$ cat config.mk
export PLATFORM = sky130hd
export DESIGN_NAME = alu15_top
export DESIGN_NICKNAME = d
export VERILOG_FILES = /design/src/rtl/alu15_pkg.sv /design/src/rtl/alu15_comb.sv /design/src/rtl/alu15_divctrl.sv /design/src/rtl/alu15_divpath.sv /design/src/rtl/alu15_top.sv
export SDC_FILE = /design/constraint.sdc
export NUM_CORES = 1
export LEC_CHECK = 0
export CORE_ASPECT_RATIO = 0.6
export CORE_MARGIN = 2
export CORE_UTILIZATION = 34
export CTS_BUF_LIST = sky130_fd_sc_hd__clkbuf_2 sky130_fd_sc_hd__clkbuf_4 sky130_fd_sc_hd__clkbuf_8
export CTS_CLUSTER_DIAMETER = 120
export CTS_CLUSTER_SIZE = 24
export DETAILED_ROUTE_END_ITERATION = 16
export GPL_ROUTABILITY_DRIVEN = 0
export GPL_TIMING_DRIVEN = 0
export PLACE_DENSITY = 0.53
export SLEW_MARGIN = 30
export SYNTH_ARGS = -nofsm -noshare
export SYNTH_HDL_FRONTEND = slang
export SYNTH_SLANG_ARGS = --single-unit
$ cat constraint.sdc
create_clock -name clk -period 9.9 [get_ports clk]
set_input_delay 1.98 -clock clk [delete_from_list [all_inputs] [get_ports clk]]
set_output_delay 1.98 -clock clk [all_outputs]
set_load 0.1 [all_outputs]
$ cat src/rtl/alu15_pkg.sv
package alu15_pkg;
  localparam int SEL_W = 5;

  localparam logic [SEL_W-1:0] OP_EQ  = 5'd4;
  localparam logic [SEL_W-1:0] OP_GT  = 5'd5;
  localparam logic [SEL_W-1:0] OP_ADD = 5'd9;
  localparam logic [SEL_W-1:0] OP_MUL = 5'd10;
  localparam logic [SEL_W-1:0] OP_MOD = 5'd11;
  localparam logic [SEL_W-1:0] OP_AND = 5'd12;
  localparam logic [SEL_W-1:0] OP_OR  = 5'd13;
  localparam logic [SEL_W-1:0] OP_NOT = 5'd14;

  // strobes from divider control to divider datapath
  typedef struct packed {
    logic load;    // capture operands, clear partial remainder
    logic step;    // one restoring shift-subtract step
    logic finish;  // last step: mark remainder valid
  } divStrobe_t;

  typedef enum logic [1:0] {
    DIV_IDLE = 2'd0,
    DIV_RUN  = 2'd1,
    DIV_FIN  = 2'd2
  } divState_t;
endpackage

$ cat src/rtl/alu15_comb.sv
module alu15_comb
  import alu15_pkg::*;
#(
  parameter int DATA_W = 16,
  parameter int VAL_W  = 15
) (
  input  logic [SEL_W-1:0]  opSel,
  input  logic [DATA_W-1:0] opA,
  input  logic [DATA_W-1:0] opB,
  output logic [DATA_W-1:0] combResult,
  output logic              combHit
);
  localparam int PROD_W = 2 * DATA_W;
  localparam logic [DATA_W-1:0] valMask = DATA_W'((1 << VAL_W) - 1);

  logic [DATA_W:0]   sumFull;
  logic [PROD_W-1:0] prodFull;

  assign sumFull  = {1'b0, opA} + {1'b0, opB};
  assign prodFull = PROD_W'(opA) * PROD_W'(opB);

  always_comb begin
    combResult = '0;
    combHit    = 1'b1;
    case (opSel)
      OP_EQ:   combResult = DATA_W'(opA == opB);
      OP_GT:   combResult = DATA_W'(opA > opB);
      OP_ADD:  combResult = sumFull[DATA_W-1:0] & valMask;
      OP_MUL:  combResult = prodFull[DATA_W-1:0] & valMask;
      OP_AND:  combResult = opA & opB;
      OP_OR:   combResult = opA | opB;
      OP_NOT:  combResult = ~opA & valMask;
      default: combHit = 1'b0;
    endcase
  end
endmodule

$ cat src/rtl/alu15_divctrl.sv
module alu15_divctrl
  import alu15_pkg::*;
#(
  parameter int DATA_W = 16
) (
  input  logic       clk,
  input  logic       rst_n,
  input  logic       start,
  output divStrobe_t strobe,
  output logic       busy,
  output logic       done
);
  localparam int CNT_W = (DATA_W > 1) ? $clog2(DATA_W) : 1;
  localparam logic [CNT_W-1:0] lastStep = CNT_W'(DATA_W - 1);

  divState_t       state, stateNext;
  logic [CNT_W-1:0] stepCnt;

  always_comb begin
    stateNext     = state;
    strobe        = '0;
    case (state)
      DIV_IDLE: if (start) begin
        strobe.load = 1'b1;
        stateNext   = DIV_RUN;
      end
      DIV_RUN: begin
        strobe.step = 1'b1;
        if (stepCnt == lastStep) begin
          strobe.finish = 1'b1;
          stateNext     = DIV_FIN;
        end
      end
      DIV_FIN: stateNext = DIV_IDLE;
      default: stateNext = DIV_IDLE;
    endcase
  end

  always_ff @(posedge clk or negedge rst_n) begin
    if (!rst_n) begin
      state   <= DIV_IDLE;
      stepCnt <= '0;
    end else begin
      state <= stateNext;
      if (strobe.load)      stepCnt <= '0;
      else if (strobe.step) stepCnt <= stepCnt + 1'b1;
    end
  end

  assign busy = (state == DIV_RUN);
  assign done = (state == DIV_FIN);

  AST_DONE_SINGLE: assert property (@(posedge clk) disable iff (!rst_n)
    done |=> !done);
  AST_DONE_AFTER_RUN: assert property (@(posedge clk) disable iff (!rst_n)
    done |-> $past(busy));
  AST_RUN_NOT_RESTARTED: assert property (@(posedge clk) disable iff (!rst_n)
    (busy && stepCnt != lastStep) |=> (busy && stepCnt == $past(stepCnt) + 1'b1));
endmodule

$ cat src/rtl/alu15_divpath.sv
module alu15_divpath
  import alu15_pkg::*;
#(
  parameter int DATA_W = 16
) (
  input  logic              clk,
  input  logic              rst_n,
  input  divStrobe_t        strobe,
  input  logic [DATA_W-1:0] dividendIn,
  input  logic [DATA_W-1:0] divisorIn,
  output logic [DATA_W-1:0] remOut,
  output logic              divZero
);
  logic [DATA_W-1:0] quoReg, divisorReg, remReg;
  logic              dzReg, validReg;
  logic [DATA_W:0]   trial, trialDiff;
  logic              fits;

  assign trial     = {remReg, quoReg[DATA_W-1]};
  assign trialDiff = trial - {1'b0, divisorReg};
  assign fits      = (trial >= {1'b0, divisorReg});

  always_ff @(posedge clk or negedge rst_n) begin
    if (!rst_n) begin
      quoReg     <= '0;
      divisorReg <= '0;
      remReg     <= '0;
      dzReg      <= 1'b0;
      validReg   <= 1'b0;
    end else if (strobe.load) begin
      quoReg     <= dividendIn;
      divisorReg <= divisorIn;
      remReg     <= '0;
      dzReg      <= (divisorIn == '0);
      validReg   <= 1'b0;
    end else if (strobe.step) begin
      remReg <= fits ? trialDiff[DATA_W-1:0] : trial[DATA_W-1:0];
      quoReg <= {quoReg[DATA_W-2:0], fits};
      if (strobe.finish) validReg <= 1'b1;
    end
  end

  assign remOut  = (validReg && !dzReg) ? remReg : '0;
  assign divZero = validReg && dzReg;

  AST_REM_BELOW_DIVISOR: assert property (@(posedge clk) disable iff (!rst_n)
    (validReg && !dzReg) |-> (remReg < divisorReg));
  AST_HOLD_AFTER_DONE: assert property (@(posedge clk) disable iff (!rst_n)
    (validReg && !strobe.load) |=> ($stable(remOut) && $stable(divZero)));
endmodule

$ cat src/rtl/alu15_top.sv
module alu15_top
  import alu15_pkg::*;
#(
  parameter int DATA_W = 16,
  parameter int VAL_W  = 15
) (
  input  logic              clk,
  input  logic              rst_n,
  input  logic [4:0]        opSel,
  input  logic [DATA_W-1:0] opA,
  input  logic [DATA_W-1:0] opB,
  input  logic              start,
  output logic [DATA_W-1:0] result,
  output logic              busy,
  output logic              done,
  output logic              divZero
);
  divStrobe_t        divStrobe;
  logic [DATA_W-1:0] combResult, remOut;
  logic              combHit;

  alu15_comb #(.DATA_W(DATA_W), .VAL_W(VAL_W)) i_comb (
    .opSel(opSel), .opA(opA), .opB(opB),
    .combResult(combResult), .combHit(combHit)
  );

  alu15_divctrl #(.DATA_W(DATA_W)) i_divctrl (
    .clk(clk), .rst_n(rst_n), .start(start),
    .strobe(divStrobe), .busy(busy), .done(done)
  );

  alu15_divpath #(.DATA_W(DATA_W)) i_divpath (
    .clk(clk), .rst_n(rst_n), .strobe(divStrobe),
    .dividendIn(opA), .divisorIn(opB),
    .remOut(remOut), .divZero(divZero)
  );

  always_comb begin
    if (opSel == OP_MOD) result = remOut;
    else if (combHit)    result = combResult;
    else                 result = '0;
  end

  AST_NOT_MSB_CLEAR: assert property (@(posedge clk) disable iff (!rst_n)
    (opSel == OP_NOT) |-> !result[DATA_W-1]);
  AST_CMP_BOOLEAN: assert property (@(posedge clk) disable iff (!rst_n)
    (opSel == OP_EQ || opSel == OP_GT) |-> (result[DATA_W-1:1] == '0));
  AST_WRAP_MSB_CLEAR: assert property (@(posedge clk) disable iff (!rst_n)
    (opSel == OP_ADD || opSel == OP_MUL) |-> !result[DATA_W-1]);
  AST_DZ_RESULT_ZERO: assert property (@(posedge clk) disable iff (!rst_n)
    (divZero && opSel == OP_MOD) |-> (result == '0));
endmodule

==> flow_summary.ini, run 1 <==
[worst_setup_path]
critical_path.cell_chain = clkdlybuf4s50_1 > buf_6 > clkinvlp_4 > nor2_2 > fa_1 > ha_1 > fa_1 > inv_1 > fa_1 > inv_1 > fa_1 > inv_1 > fa_1 > inv_1 > ha_1 > nand2_1 > or3_1 > a21oi_1 > xnor2_1 > o21a_1 > o21ai_2 > buf_8
critPathRequiredTime_ns = 7.92
crit_path_frequent_cell = fa_1
timing.reg2reg.worst_path_depth = 10
setup.reg_to_reg.worst_slack_ns = 7.06
crit_path_start_kind = input pin
worst_r2r_endpoint = i_divpath.remReg[6]
end_kind = output pin
crit_family = adder cells
worstPathArrival_ns = 7.77
critical_path_depth = 22
critical_path_maximum_fanout = 10
worst_r2r_startpoint = i_divpath.remReg[9]
worstPathBufferInverterCount = 8
cp-startpoint = opA[2]
critical_path.max_stage_delay_ns = 0.56
crit_slowest_cell = clkdlybuf4s50_1
worstSetupPathType = input pin to output pin

[worst_hold_path]
holdCritPathClass = flop to flop
worstHoldPathCells = 1
worstHoldStart = i_divctrl.stepCnt[3]
worstHoldEndpoint = i_divctrl.stepCnt[3]

[sta]
shortest_clock_period_the_worst_path_allows_after_layout_ns = 9.75
totalNegativeSetupSlack_ns = 0
drv_slew = 0
finalHoldViolCount = 0
tightestPinTransition_ns = 0.975
setup_ws_ns = 0.147
layout_worst_path_cycle_share = 0.985
fmaxAchievable_mhz = 103
max_slew_margin = 0.348
worst_clock_skew_ns = 0.0177
finalSetupViolations = 0

[layout]
drive_gt1_frac = 0.0738
layout-area-overhead-vs-synth_pct = 15.5
final_nets = 1341
utilization = 0.401
num-fill-cells = 2546
n_antenna_cell = 0
final-instance-count-excl-fill = 1446

[clocking]
cts.htree.levels = 2
path_clk_slew_ns = 0.11
cts_num_sinks = 56
cts_made_buffers = 5
cts_tree = built
cts_max_path_buffers = 2
cts_root_buffer = clkbuf_8
worstSkewPairLatency_ns = 0.34

[synth]
synth.ff_latch_count = 56
synthesis.area_um2 = 8410
synth.largest_area_cell = dfrtp_1
yosys.area.top_type_share = 0.167
synth_xor_area_frac = 0.0568
synth_compound_area_frac = 0.191
synthCells = 1050
synthesis.area_per_instance_um2 = 8.01
adder_cell_fraction_of_synth_area = 0.326
synth_simple_gate_area_frac = 0.158
main_combinational_cell_family_by_area_after_synthesis = adder cells
yosysUniqueCellTypes = 60
yosysWarnings = 0
yosys-top-cells-area = dfrtp_1 (17%), fa_1 (16%), ha_1 (16%)
postSynth.asyncResetShare = 1.00
synthFlopType = dfrtp_1
synth_edf_count = 0
postSynthNetCount = 1268
yosys-mux-area-fraction = 0.00952
seq_area_frac_synth = 0.167

[route]
routed_wl_um = 29400
detailroute.via_count = 7726
post_route_drc_violation_count = 0
drt_first_iter_violations = 781
routedWlPerCell_um = 20.3
detail_route.vias_per_cell = 5.34
drt.antenna.violating_nets = 0
drt_first_pass_iters = 4

[floorplan]
io_pins = 59
core_region_area_um2 = 24200
std_cell_rows = 44
die_area_um2 = 26000
start_util = 0.347
vertical_extent_of_the_die_um = 126
die_width_um = 207

[global_route]
total_overflow_reported_by_the_global_router = 0
antenna_found_initial = 0
pin_count_of_the_biggest_net_entering_global_routing = 47
wire_length_of_the_first_global_routing_pass_um = 45400
grt_pass1_vias = 7377
gr-usage-all-layers = 0.229

[pwr]
vdd_ir_drop_max_mv = 0.117
power.static_leakage_nw = 4.61
powerDensity_nw_per_um2 = 290
post-layout-total-power_mw = 2.81

[place]
dpl.hpwl_um = 24100
dpl.cell_count = 1430
port_buffers = 57
detailedPlace.worstSlack_ns = -1.74

[run_status]
status = completed

[run]
timing.max_cap.violations = 0
## where the power goes
part | switching [mW] | total (mW) | internal [mW]
clock network | 0.0863 | 0.137 | 0.0506
logic | 1.32 | 2.23 | 0.918
registers | 0.0921 | 0.442 | 0.350
total | 1.49 | 2.81 | 1.32
## registers in the layout, summed over array words and instances, names as in the netlist
name and flops:
i_divctrl.stepCnt 4, i_divpath.dzReg 1, i_divctrl.state 2, i_divpath.divisorReg 16, i_divpath.remReg 16, i_divpath.quoReg 16
i_divpath.validReg 1
## layout by cell type (no fill, tap or decap), drive strengths merged, types with 29 or more instances in the layout
cell	synthesis	routed
nor2	115	115
clkdlybuf4s50	0	32
clkbuf	30	34
ha	109	109
buf	8	29
dfrtp	56	56
xnor2	39	39
o21ai	86	86
a21oi	59	59
fa	69	69
nand2	114	114
inv	160	155
## stage by stage
| stage | hold WS, ns | area, µm² |
|---|---|---|
| 3_3_place_gp | 0.471 | 9390 |
| 2_1_floorplan | 0.450 | 8410 |
| 4_1_cts | 0.506 | 9630 |
| 3_5_place_dp | 0.477 | 9420 |
| 6_report | 0.502 | 9710 |
| 5_1_grt | 0.521 | 9710 |
## what timing repair did
action | CTS | global route
setup endpoints to repair | 9 | 8
hold buffers | 0 | 0
setup buffers | 4 | 6
gates cloned | 0 | 0
pin swaps | 2 | 2
gates resized for setup | 102 | 33
endpoints found under the hold margin | 0 | 0
## routing by layer
layer  wire [µm]  track usage
met2       10600        0.292
met3        2460       0.0499
met4         104       0.0147
met1       16200        0.389
met5           0            0
## synthesized netlist by cell type, drive strengths merged (3+ instances only)
master	instances
a2111oi	4
or3	6
dfrtp	56
nand2b	10
o21ai	86
a22oi	20
nor2	115
nor3	7
nor3b	4
xnor2	39
a211o	3
a21oi	59
a32oi	4
a211oi	3
o211ai	3
and2	6
mux2i	8
nand3b	3
inv	160
xor2	13
o22ai	3
o21bai	6
nand3	4
ha	109
nor4	13
o21a	8
nand4	6
nand2	114
buf	8
o221ai	4
fa	69
o31ai	3
a31oi	7
clkbuf	30
a21o	20
nor2b	8
a221oi	6
## kinds of logic (layout without fill, tap and decap cells)
| logic type | count (synthesis) | count (layout) |
|---|---|---|
| xor gates and xnor gates | 53 | 53 |
| muxes | 8 | 8 |
| buffers and inverters | 200 | 274 |
| adders and majority gates | 178 | 178 |
| DFF | 56 | 56 |
| and+or+nand+nor | 303 | 303 |
| AOI/OAI and AO/OA | 252 | 252 |
## area by class of cell
cell class,count,area [µm²],share of cell area
Inverter,162,643,0.0662
Sequential cell,56,1400,0.144
Clock inverter,3,21.3,0.00219
Clock buffer,5,68.8,0.00708
Multi-Input combinational cell,794,6310,0.650
Timing Repair Buffer,68,646,0.0665
Buffer,36,219,0.0225
Tap cell,322,403,0.0415
## worst max path at each step
stage,to,slack (ns)
floorplan,result[14],0.14
global placement,result[14],-1.73
detailed placement,result[14],-1.74
CTS,result[14],0.003
global route,result[11],-0.0002
finish,result[14],0.15
Note: power is estimated with default switching activity, not from simulation.
==> run 2, diff against run 1 <==
--- a/config.mk
+++ b/config.mk
@@ -10,7 +10,6 @@
 export CORE_UTILIZATION = 34
 export CTS_BUF_LIST = sky130_fd_sc_hd__clkbuf_2 sky130_fd_sc_hd__clkbuf_4 sky130_fd_sc_hd__clkbuf_8
 export CTS_CLUSTER_DIAMETER = 120
-export CTS_CLUSTER_SIZE = 24
 export DETAILED_ROUTE_END_ITERATION = 16
 export GPL_ROUTABILITY_DRIVEN = 0
 export GPL_TIMING_DRIVEN = 0
==> results of run 2 <==
Same layout as run 1: the final DEF is identical, and so are final timing and power.
